$ cat config.mk
export PLATFORM = sky130hd
export DESIGN_NAME = serial_frame_rx
export DESIGN_NICKNAME = d
export VERILOG_FILES = /design/src/rtl/sfr_pkg.sv /design/src/rtl/sfr_sync.sv /design/src/rtl/sfr_fmt_decode.sv /design/src/rtl/sfr_parity.sv /design/src/rtl/serial_frame_rx.sv
export SDC_FILE = /design/constraint.sdc
export NUM_CORES = 1
export LEC_CHECK = 0
export BUFFER_PORTS_ARGS = -buffer_cell sky130_fd_sc_hd__buf_2
export CORE_MARGIN = 1
export CORE_UTILIZATION = 30
export CTS_CLUSTER_DIAMETER = 50
export DETAILED_ROUTE_END_ITERATION = 7
export MAX_ROUTING_LAYER = met4
export PLACE_DENSITY = 0.48
export SYNTH_ARGS = -nofsm -noshare
export SYNTH_HDL_FRONTEND = slang
export SYNTH_HIERARCHICAL = 1
export SYNTH_SLANG_ARGS = --single-unit
export TNS_END_PERCENT = 100
$ cat constraint.sdc
create_clock -name clk -period 4.6 [get_ports clk]
set_input_delay 0.46 -clock clk [delete_from_list [all_inputs] [get_ports clk]]
set_output_delay 0.46 -clock clk [all_outputs]
set_load 0.02 [all_outputs]
$ cat src/rtl/sfr_pkg.sv
package sfr_pkg;

    typedef enum logic [2:0] {
        ST_IDLE,
        ST_START,
        ST_DATA,
        ST_PARITY,
        ST_STOP
    } rx_state_e;

    typedef enum logic [1:0] {
        PAR_NONE = 2'b00,
        PAR_RSVD = 2'b01,
        PAR_EVEN = 2'b10,
        PAR_ODD  = 2'b11
    } par_mode_e;

endpackage

$ cat src/rtl/sfr_sync.sv
module sfr_sync #(
    parameter int STAGES = 2
) (
    input  logic clk,
    input  logic rst_n,
    input  logic d_in,
    output logic d_out
);
    generate
        if (STAGES == 0) begin : g_bypass
            assign d_out = d_in;
        end else begin : g_chain
            logic [STAGES-1:0] chain;
            always_ff @(posedge clk or negedge rst_n) begin
                if (!rst_n) begin
                    chain <= '1;
                end else if (STAGES == 1) begin
                    chain[0] <= d_in;
                end else begin
                    chain <= {chain[STAGES-2:0], d_in};
                end
            end
            assign d_out = chain[STAGES-1];
        end
    endgenerate
endmodule

$ cat src/rtl/sfr_fmt_decode.sv
module sfr_fmt_decode
    import sfr_pkg::*;
#(
    parameter int MIN_BITS = 5,
    parameter int MAX_BITS = 9,
    localparam int IW = $clog2(MAX_BITS + 1)
) (
    input  logic [IW-1:0] cfg_bits,
    input  logic [1:0]    cfg_par,
    output logic [IW-1:0] nbits,
    output logic          par_en,
    output logic          par_odd
);
    always_comb begin
        if (cfg_bits < IW'(MIN_BITS)) begin
            nbits = IW'(MIN_BITS);
        end else if (cfg_bits > IW'(MAX_BITS)) begin
            nbits = IW'(MAX_BITS);
        end else begin
            nbits = cfg_bits;
        end
        par_en  = (cfg_par == PAR_EVEN) || (cfg_par == PAR_ODD);
        par_odd = (cfg_par == PAR_ODD);
    end
endmodule

$ cat src/rtl/sfr_parity.sv
module sfr_parity #(
    parameter int W = 9,
    localparam int IW = $clog2(W + 1)
) (
    input  logic [W-1:0]  data,
    input  logic [IW-1:0] nbits,
    input  logic          odd,
    output logic          expected
);
    always_comb begin
        expected = odd;
        for (int i = 0; i < W; i++) begin
            if (IW'(i) < nbits) begin
                expected = expected ^ data[i];
            end
        end
    end
endmodule

$ cat src/rtl/serial_frame_rx.sv
module serial_frame_rx
    import sfr_pkg::*;
#(
    parameter int SYNC_STAGES = 2,
    parameter int MIN_BITS    = 5,
    parameter int MAX_BITS    = 9,
    parameter int OVS         = 16,
    localparam int IW   = $clog2(MAX_BITS + 1),
    localparam int CW   = $clog2(OVS),
    localparam int HALF = OVS / 2
) (
    input  logic                clk,
    input  logic                rst_n,
    input  logic                rx_line,
    input  logic                os_tick,
    input  logic [IW-1:0]       cfg_data_bits,
    input  logic [1:0]          cfg_parity,
    input  logic                cfg_two_stop,
    output logic [MAX_BITS-1:0] rx_char,
    output logic                rx_valid,
    output logic                rx_frame_err,
    output logic                rx_parity_err
);
    rx_state_e           state;
    logic [CW-1:0]       cnt;
    logic [IW-1:0]       idx;
    logic [MAX_BITS-1:0] shreg;
    logic                pbit;
    logic                last_lvl;
    logic                ln;
    logic [IW-1:0]       nbits;
    logic                par_en;
    logic                par_odd;
    logic                par_exp;
    logic                bit_end;
    logic                stop_hit;
    logic                unused_two_stop;

    // The stop-bit count is deliberately never examined.
    assign unused_two_stop = cfg_two_stop;

    sfr_sync #(.STAGES(SYNC_STAGES)) u_sync (
        .clk   (clk),
        .rst_n (rst_n),
        .d_in  (rx_line),
        .d_out (ln)
    );

    sfr_fmt_decode #(.MIN_BITS(MIN_BITS), .MAX_BITS(MAX_BITS)) u_fmt (
        .cfg_bits (cfg_data_bits),
        .cfg_par  (cfg_parity),
        .nbits    (nbits),
        .par_en   (par_en),
        .par_odd  (par_odd)
    );

    sfr_parity #(.W(MAX_BITS)) u_par (
        .data     (shreg),
        .nbits    (nbits),
        .odd      (par_odd),
        .expected (par_exp)
    );

    assign bit_end  = (cnt == CW'(OVS - 1));
    assign stop_hit = os_tick && (state == ST_STOP) && bit_end;

    // State register and sampling datapath
    always_ff @(posedge clk or negedge rst_n) begin
        if (!rst_n) begin
            state    <= ST_IDLE;
            cnt      <= '0;
            idx      <= '0;
            shreg    <= '0;
            pbit     <= 1'b0;
            last_lvl <= 1'b1;
        end else if (os_tick) begin
            unique case (state)
                ST_IDLE: begin
                    last_lvl <= ln;
                    if (last_lvl && !ln) begin
                        state <= ST_START;
                        cnt   <= '0;
                        shreg <= '0;
                    end
                end
                ST_START: begin
                    if (cnt == CW'(HALF - 1)) begin
                        cnt <= '0;
                        if (ln) begin
                            state    <= ST_IDLE;
                            last_lvl <= 1'b1;
                        end else begin
                            state <= ST_DATA;
                            idx   <= '0;
                        end
                    end else begin
                        cnt <= cnt + 1'b1;
                    end
                end
                ST_DATA: begin
                    if (bit_end) begin
                        cnt        <= '0;
                        shreg[idx] <= ln;
                        if (idx == IW'(nbits - 1'b1)) begin
                            state <= par_en ? ST_PARITY : ST_STOP;
                        end else begin
                            idx <= idx + 1'b1;
                        end
                    end else begin
                        cnt <= cnt + 1'b1;
                    end
                end
                ST_PARITY: begin
                    if (bit_end) begin
                        cnt   <= '0;
                        pbit  <= ln;
                        state <= ST_STOP;
                    end else begin
                        cnt <= cnt + 1'b1;
                    end
                end
                ST_STOP: begin
                    if (bit_end) begin
                        cnt      <= '0;
                        state    <= ST_IDLE;
                        last_lvl <= ln;
                    end else begin
                        cnt <= cnt + 1'b1;
                    end
                end
                default: state <= ST_IDLE;
            endcase
        end
    end

    // Output register
    always_ff @(posedge clk or negedge rst_n) begin
        if (!rst_n) begin
            rx_valid      <= 1'b0;
            rx_char       <= '0;
            rx_frame_err  <= 1'b0;
            rx_parity_err <= 1'b0;
        end else if (stop_hit) begin
            rx_valid      <= 1'b1;
            rx_char       <= shreg;
            rx_frame_err  <= !ln;
            rx_parity_err <= par_en && (pbit != par_exp);
        end else begin
            rx_valid <= 1'b0;
        end
    end

    p_valid_pulse_r7: assert property (@(posedge clk) disable iff (!rst_n)
        rx_valid |=> !rx_valid);

    p_hold_char_r7: assert property (@(posedge clk) disable iff (!rst_n)
        !rx_valid |-> $stable(rx_char));

    p_char_width_r3: assert property (@(posedge clk) disable iff (!rst_n)
        rx_valid |-> ((rx_char >> nbits) == '0));

    p_noparity_r4: assert property (@(posedge clk) disable iff (!rst_n)
        (rx_valid && !par_en) |-> !rx_parity_err);

    p_data_entry_r2: assert property (@(posedge clk) disable iff (!rst_n)
        (state == ST_DATA && $past(state) != ST_DATA)
            |-> ($past(state) == ST_START && !$past(ln)));

    p_stop_return_r6: assert property (@(posedge clk) disable iff (!rst_n)
        stop_hit |=> (state == ST_IDLE));

endmodule

Yosys cells after proc, flatten, opt, wreduce, memory -nomap -nowiden

Cells that the tools add are included.

$add $sub $neg: 3
Order comparisons: 13
Equal/unequal tests: 19
Muxes and demuxes: 40
Bitwise operators: 9
Reductions and logical operators: 19

Operators by type and width:

| kind                | count |
|---|---|
| $mux 4              | 9 |
| $mux 3              | 7 |
| $mux 9              | 2 |
| $pmux 9 s2          | 1 |
| $lt 3x4->1 const A  | 4 |
| $ne 2x2->1 const B  | 8 |
| $pmux 3 s5          | 1 |
| $mux 1              | 14 |
| $pmux 4 s3          | 1 |
| $bwmux 9            | 1 |
| $xor 1x1->1         | 9 |
| $add 4x1->4 const B | 2 |
| $lt 1x4->1 const A  | 2 |
| $lt 2x4->1 const A  | 2 |
| $pmux 4 s2          | 1 |
| $reduce_and 7->1    | 1 |
| $eq 3x2->1 const B  | 2 |
| $reduce_and 3->1    | 2 |
| $reduce_and 6->1    | 1 |
| $reduce_bool 3->1   | 2 |
| $logic_and 1x1->1   | 5 |
| $lt 4x5->1 const B  | 1 |
| $reduce_and 5->1    | 1 |
| $demux 1 s4         | 1 |
| 21 further kinds    | 23 |

Register bits after elaboration: 36
Input port bits: 11
Output and inout bits: 12
Word-level logic and storage cells: 114

Logic depth before layout (Yosys ltp)

Gate-level depths: netlist (run 1).

Depth after elaboration: 23
Mapped depth: 10
Gate-level depth less buffers: 10

Cells and area by module

Netlist (run 1), hierarchy kept.

Modules (own cells, without submodules):

| module          | times used | cells an instance | area an instance (µm²) | seq. area each (µm²) |
|---|---|---|---|---|
| serial_frame_rx | 1          | 199               | 1948.1                 | 852.1 |
| sfr_parity      | 1          | 25                | 185.2                  | 0.0 |
| sfr_sync        | 1          | 2                 | 52.6                   | 52.6 |
| sfr_fmt_decode  | 1          | 7                 | 41.3                   | 0.0 |

Least setup slack after synthesis (run 1)

OpenSTA, ideal clock, no wires.

Kind: input port to flip-flop
Start: in cfg_data_bits[2]
End: reg idx[2]
Library setup time: 0.127 ns
Arrival: 2.591 ns
Required time: 4.473 ns
Slack: 1.882 ns
Cell stages on the path: 8
Path buffers: 0
Cell sequence: and3b_1 > o21bai_1 > inv_1 > ha_1 > xor3_1 > nor3_2 > a31oi_2 > o2bb2ai_1

Cells in the longest elaborated chain, start to end: 7
Elaborated cells on any way between the ends: 8
Those cells by class: add/sub (1); order compare (2); eq/ne (2); mux (2); reduce/logical (1)

RTL lines:

| what                           | line                   | RTL |
|---|---|---|
| from (decl)                    | serial_frame_rx.sv:16  | `input logic [IW-1:0] cfg_data_bits,` |
| $gt 4x4->1                     | sfr_fmt_decode.sv:17   | `end else if (cfg_bits > IW'(MAX_BITS)) begin` |
| $mux 4                         | sfr_fmt_decode.sv:17   |  |
| $mux 4 (*)                     | sfr_fmt_decode.sv:15   | `if (cfg_bits < IW'(MIN_BITS)) begin` |
| net nbits[0]                   | serial_frame_rx.sv:31  | `logic [IW-1:0] nbits;` |
| $sub 4x1->4 (*)                | serial_frame_rx.sv:104 | `if (idx == IW'(nbits - 1'b1)) begin` |
| $eq 4x4->1 (*)                 | serial_frame_rx.sv:104 |  |
| $ne 2x2->1 (no line) (*)       | -                      |  |
| $reduce_and 6->1 (no line) (*) | -                      |  |
| to (signal assigned)           | serial_frame_rx.sv:107 | `idx <= idx + 1'b1;` |
| to (decl)                      | serial_frame_rx.sv:26  | `logic [IW-1:0] idx;` |

The timed path passes the listed nets; every way through them passes the cells marked *.
A chain may end at the register's enable or synchronous reset.

Worst setup path in the final report (run 1)

Start: in cfg_data_bits[3]
End: reg idx[2]

Same word-level chain as after synthesis.

==> summary.md, run 1 <==
| Metric | Value |
|---|---|
| Reg area | `905 µm²` |
| Average wire length per cell after detail routing | `14.4 µm` |
| Vias after detailed routing | `1752` |
| Number of slew-limit violations in the final report | `0` |
| Num Clock Sinks | `36` |
| Fillers | `763` |
| Worst-path clk slew | `0.08 ns` |
| FF-to-FF Start | `cnt[1]` |
| Sequential cell fraction of total power | `0.400` |
| Main flop type after synthesis | `dfrtp_1` |
| Drt drc | `0` |
| Max-Cap Viols | `0` |
| H-Tree Level Count | `2` |
| Synthesis-stage register bit count | `36` |
| Mapped cell area | `2230 µm²` |
| Area occupied by multi-input gates | `1210 µm²` |
| Post-cts repair resize count | `0` |
| Residual antenna-violating net count after detailed routing | `0` |
| Number of rows created at floorplan | `31` |
| Routability congestion estimate | `0.753` |
| Initial antenna violation count | `0` |
| Die Y-Extent | `88.2 µm` |
| DRC marker count from the first detailed-route iteration | `189` |
| Total inserted antenna cells | `0` |
| Maximum achievable frequency | `309 MHz` |
| Core Box Area | `7210 µm²` |
| Setup crit start | `cfg_data_bits[3]` |
| Post-CTS repair timing setup buffer count | `0` |
| Fin nets | `266` |
| Number of optimization iterations in the first detailed-route pass | `4` |
| Total setup violations reported at the end of the flow | `0` |
| Number of distinct standard cells referenced by the synthesized netlist | `62` |
| Comb power frac | `0.361` |
| Reported leakage power | `1.13 nW` |
| Wire length of the first global-routing pass | `8.03 mm` |
| CTS root buf | `clkbuf_8` |
| Switching power summed over all nets | `0.463 mW` |
| Yosys synthesis warning count | `6` |
| Number of I/O pins | `23` |
| CP Data Arrival Time | `3.41 ns` |
| Worst ir drop on vdd | `133 µV` |
| Clock tree skew after final layout | `0.00529 ns` |
| Startpoint type of the worst setup path | `primary input` |
| Setup TNS | `0 ns` |
| Sw Ratio | `0.390` |
| Post-DR vias/cell | `5.02` |
| Maximum number of pins on one net before global-route repair | `37` |
| Async set or reset register ratio after synthesis | `1.00` |
| Wirelength, routed | `5.02 mm` |
| Fraction of layout instances using a drive strength above 1 | `0.172` |
| Max Fanout on Critical Path | `13` |
| IO Port Bufs | `21` |
| Unrepaired setup endpoints after global routing | `false` |
| Final worst path period share | `0.703` |
| Skew-Pair Late Insertion Delay | `0.29 ns` |
| Die W | `88.2 µm` |
| Effective utilization at floorplan | `0.309` |
| Net count after synthesis | `250` |
| Clock tree from TritonCTS | `yes` |
| Number of buffers inserted by hold repair at cts | `0` |
| Max transition margin | `0.423` |
| Global-route usage over all layers | `0.140` |
| Total global routing overflow | `0` |
| Final Hold Violating Endpoints | `0` |
| Worst Path Class, Setup | `in -> reg` |
| P_int | `0.724 mW` |
| Minimum clock period after layout | `3.23 ns` |
| Buffers from clock root to sink, at most | `2` |
| Syn-to-layout area delta | `12.6%` |
| CTS buffer count | `5` |
| Path category of the worst min-delay check | `in -> async` |
| Outcome | `complete, no violations` |
| Number of enable flip-flop cells after synthesis | `0` |
| Die area | `7770 µm²` |
| Actual slew at the worst max-slew pin | `0.864 ns` |
| Clk pwr share | `0.239` |
| Worst setup EP type | `flip-flop` |
| Required arrival time at the worst endpoint | `4.78 ns` |
| Number of standard cells after synthesis | `233` |
| HPWL reported at the end of detailed placement | `3.48 mm` |
| End-of-flow core utilization | `0.348` |
| Pwr Density | `473 nW/µm²` |
| Sequential fraction of the synthesis area | `0.406` |
| Vias in the first global route | `1556` |
| Post-synthesis average cell area | `9.56 µm²` |
| Tot Pwr | `1.19 mW` |
==> cells in the final DEF, fill, tap and decap left out, types with 2 or more instances in the layout <==
cell,instances
buf_2,21
o21ai_0,3
o221ai_1,2
and2_1,2
nand4_1,2
and4_1,2
a21oi_1,15
nand3b_1,3
dfstp_2,3
xor2_1,4
nand3_1,10
inv_1,13
and4_2,2
o311ai_1,2
xnor2_1,7
a31oi_1,3
dfrtp_1,33
nor2_1,7
o21ai_1,15
ha_1,6
clkbuf_8,5
o211ai_1,6
nor3_1,2
mux2_1,10
and3_1,4
nand2_1,24
nor3b_1,5
a32o_1,2
mux2i_1,2
a311oi_1,2
==> per-layer routing <==
metal	vias up	track usage	part of all wire	wire, µm
met5	-	-	0	0
met3	5	0.0264	0.025	128
met2	25	0.214	0.45	2270
li1	886	-	-	-
met4	0	0.0440	0.012	61
met1	836	0.187	0.51	2570
==> critical path, cell delays in order <==
cell and delay, ns:
buf_2 0.24, and3b_1 0.35, o21bai_1 0.75, inv_1 0.10, ha_1 0.23, xor3_1 0.37, nor3_2 0.51, a31oi_2 0.22
o2bb2ai_1 0.18
==> through the flow <==
step / instances / hold slack [ns] / area (µm²) / setup slack [ns]
finish: 349 / 0.267 / 2510 / 1.37
global route: 349 / 0.257 / 2510 / 1.07
CTS: 349 / 0.258 / 2510 / 1.34
detailed placement: 341 / 0.348 / 2400 / 1.03
global placement: 341 / 0.347 / 2400 / 1.03
floorplan: 233 / 0.164 / 2230 / 1.88
==> cells by family (layout without fill, tap and decap cells) <==
kind of cell               after synthesis  after routing  share of synthesized area
buffers and inverters                   26             43                     0.0506
xor gates and xnor gates                12             12                     0.0539
DFF                                     36             36                      0.406
and+or+nand+nor                         74             74                      0.188
AOI/OAI and AO/OA                       67             67                      0.208
adders and majority gates                6              6                     0.0337
muxes                                   12             12                     0.0596
==> cells in the mapped netlist, drive strengths merged (3+ instances only) <==
master  count  area, µm²
nand3      10       50.1
nor3        3       20.0
inv        14       52.6
clkbuf      7       26.3
nand3b      3       22.5
nor2        7       26.3
xor2        4       35.0
mux2       10        113
o311ai      3       33.8
and4        4       37.5
and3        4       25.0
xnor2       7       61.3
buf         5       33.8
nor3b       5       37.5
ha          6       75.1
a31oi       4       31.3
a21oi      15       75.1
dfstp       3       78.8
o21ai      19       98.8
o211ai      6       45.0
nand2      24       90.1
dfrtp      33        826
==> cell type report <==
type,instances,share of cell area
clock buffers,5,0.0274
multi-input cells,171,0.483
inverters,14,0.0210
flip-flops and latches,36,0.361
repair buffers,21,0.0419
clock inverters,3,0.0170
well taps,99,0.0494
==> power by group through the flow <==
stage	combinational, mW	clock, mW	sequential (mW)
3_5_place_dp	0.428	0	0.480
5_1_grt	0.486	0.310	0.489
3_3_place_gp	0.425	0	0.481
6_report	0.428	0.284	0.474
4_1_cts	0.429	0.295	0.473
2_1_floorplan	0.373	0	0.432
==> flip-flops by register name, indices dropped and copies added (netlist names), 2 cells and up <==
signal and flops:
rx_char 9, shreg 9, cnt 4, idx 4, state 3, u_sync/g_chain.chain 2
==> final timing paths <==
path                                           endpoint  slack, ns  cells after the start
worst max-delay path                             idx[2]       1.37                      9
worst min-delay path                             cnt[2]       0.27                      1
worst max register to register               rx_char[7]       2.43                      4
worst min register to register  u_sync/g_chain.chain[1]       0.36                      0
max in group asynchronous                    rx_char[2]       3.81                      1
min in group clk                u_sync/g_chain.chain[0]       0.27                      1
(Power assumes the default switching activity.)
==> run 2: changes to the inputs <==
--- a/config.mk
+++ b/config.mk
@@ -11,7 +11,7 @@
 export CTS_CLUSTER_DIAMETER = 50
 export DETAILED_ROUTE_END_ITERATION = 7
 export MAX_ROUTING_LAYER = met4
-export PLACE_DENSITY = 0.48
+export PLACE_DENSITY = 0.5
 export SYNTH_ARGS = -nofsm -noshare
 export SYNTH_HDL_FRONTEND = slang
 export SYNTH_HIERARCHICAL = 1
==> constraint.sdc (replaced) <==
create_clock -name clk -period 2.62 [get_ports clk]
set_input_delay 0.262 -clock clk [delete_from_list [all_inputs] [get_ports clk]]
set_output_delay 0.262 -clock clk [all_outputs]
set_load 0.02 [all_outputs]
==> run 2 against run 1 <==
Design area rose by 2.2%. Highest routed layer unchanged. Non-clock buffer count rose by 9. Largest cell class unchanged. Count of clock-buffer cells in the layout rose by 3. Critical endpoint is now idx[1].
==> summary.md, run 2 (same netlist as run 1, synthesis figures left out) <==
| Metric | Value |
|---|---|
| Outcome | `complete, no violations` |
| Sw Ratio | `0.389` |
| Path category of the worst min-delay check | `in -> async` |
| Routability congestion estimate | `0.756` |
| Die area | `7770 µm²` |
| Actual slew at the worst max-slew pin | `0.820 ns` |
| Residual antenna-violating net count after detailed routing | `0` |
| Cell at the slowest stage of the critical path | `or4b_1` |
| Pwr Density | `796 nW/µm²` |
| Switching power summed over all nets | `0.793 mW` |
| Setup TNS | `0 ns` |
| Clock tree skew after final layout | `0.00495 ns` |
| Drt drc | `0` |
| Worst setup slack for register-to-register paths | `0.62 ns` |
| Vias after detailed routing | `1813` |
| Max transition margin | `0.453` |
| CTS root buf | `clkbuf_8` |
| Vias in the first global route | `1721` |
| Total setup violations reported at the end of the flow | `0` |
| Core Box Area | `7210 µm²` |
| Syn-to-layout area delta | `15.1%` |
| Final Hold Violating Endpoints | `0` |
| Number of slew-limit violations in the final report | `0` |
| Maximum number of pins on one net before global-route repair | `37` |
| IO Port Bufs | `21` |
| Depth of the worst register-to-register path | `4` |
| Top cell family by delay on the critical path | `compound AO/OA/AOI/OAI gates` |
| Crit-path max cell delay | `0.57 ns` |
| Count of buffer and inverter cells on the critical path | `0` |
| Unrepaired setup endpoints after global routing | `false` |
| Wirelength, routed | `4.98 mm` |
| Reg-to-Reg End | `idx[1]` |
| P_int | `1.25 mW` |
| Wire length of the first global-routing pass | `8.22 mm` |
| Number of I/O pins | `23` |
| Die W | `88.2 µm` |
| Worst setup EP type | `flip-flop` |
| Setup crit start | `state[1]` |
| Chain of cells forming the critical path | `or4b_1 -> a211o_1 -> a31oi_2 -> mux2i_1` |
| Leading cell type in the layout, fill and taps excluded | `dfrtp_1` |
| Number of optimization iterations in the first detailed-route pass | `4` |
| Maximum achievable frequency | `500 MHz` |
| H-Tree Level Count | `2` |
| Most frequent cells in the layout | `33 x dfrtp_1, 24 x nand2_1, 21 x buf_2` |
| Worst-path clk slew | `0.07 ns` |
| Clock tree from TritonCTS | `yes` |
| Minimum clock period after layout | `2.00 ns` |
| Worst Path Class, Setup | `reg -> reg` |
| Worst ir drop on vdd | `223 µV` |
| Buffers from clock root to sink, at most | `2` |
| Num Clock Sinks | `36` |
| Reported leakage power | `1.18 nW` |
| Number of buffers inserted by hold repair at cts | `0` |
| Total inserted antenna cells | `0` |
| Total global routing overflow | `0` |
| Filler-free cell count of the finished design | `358` |
| FF-to-FF Start | `state[1]` |
| Initial antenna violation count | `0` |
| Post-CTS repair timing setup buffer count | `0` |
| Max Fanout on Critical Path | `10` |
| HPWL reported at the end of detailed placement | `3.56 mm` |
| Die Y-Extent | `88.2 µm` |
| Fraction of layout instances using a drive strength above 1 | `0.197` |
| Final worst path period share | `0.764` |
| CP Data Arrival Time | `2.22 ns` |
| Clk pwr share | `0.218` |
| Required arrival time at the worst endpoint | `2.84 ns` |
| Post-cts repair resize count | `0` |
| Placed instance count | `350` |
| Registers with the most flip-flops | `rx_char (9), shreg (9)` |
| DRC marker count from the first detailed-route iteration | `68` |
| Number of rows created at floorplan | `31` |
| CTS buffer count | `5` |
| Global-route usage over all layers | `0.142` |
| Comb power frac | `0.374` |
| Effective utilization at floorplan | `0.309` |
| Fin nets | `275` |
| Skew-Pair Late Insertion Delay | `0.29 ns` |
| Average wire length per cell after detail routing | `13.9 µm` |
| Post-DR vias/cell | `5.06` |
| Sequential cell fraction of total power | `0.408` |
| Max-Cap Viols | `0` |
| Startpoint type of the worst setup path | `flip-flop` |
[run 2: metrics by stage]
| stage | area, µm² | util | power, mW | hold WS, ns | setup WS, ns |
|---|---|---|---|---|---|
| final | 2560 | 0.355 | 2.04 | 0.0606 | 0.619 |
| after global routing | 2560 | 0.355 | 2.19 | 0.0651 | 0.458 |
| after floorplan | 2230 | - | 1.41 | -0.0336 | 0.0998 |
| after CTS | 2560 | 0.355 | 2.06 | 0.0604 | 0.594 |
| after global placement | 2460 | 0.341 | 1.60 | 0.349 | 0.394 |
| after detailed placement | 2460 | 0.341 | 1.61 | 0.350 | 0.390 |
[run 2: how the worst max path moves through the flow]
stage	end	depth (start not counted)	slack (ns)
floorplan	idx[2]	8	0.1
global placement	rx_parity_err	12	0.39
detailed placement	rx_parity_err	12	0.39
CTS	idx[1]	4	0.59
global route	rx_parity_err	12	0.46
finish	idx[1]	4	0.62
[run 2: metal layers]
| metal | vias to the layer above | track usage | wire [µm] |
|---|---|---|---|
| li1 | 906 | - | - |
| met1 | 873 | 0.177 | 2420 |
| met2 | 27 | 0.232 | 2350 |
| met3 | 7 | 0.0254 | 132 |
| met4 | 0 | 0.0484 | 75 |
| met5 | - | - | 0 |
[run 2: layout make-up]
type                       count  area [µm²]
multi-input combinational    171        1210
timing repair buffer          30         173
tap                           99         124
fill                         746        4650
clock buffer                   8         100
inverter                      14        52.6
sequential                    36         905
[run 2: power by group through the flow]
stage / clock [mW] / combinational [mW] / sequential [mW]
global placement: 0 / 0.759 / 0.841
CTS: 0.460 / 0.771 / 0.830
floorplan: 0 / 0.655 / 0.758
global route: 0.480 / 0.860 / 0.854
detailed placement: 0 / 0.768 / 0.839
finish: 0.445 / 0.763 / 0.832
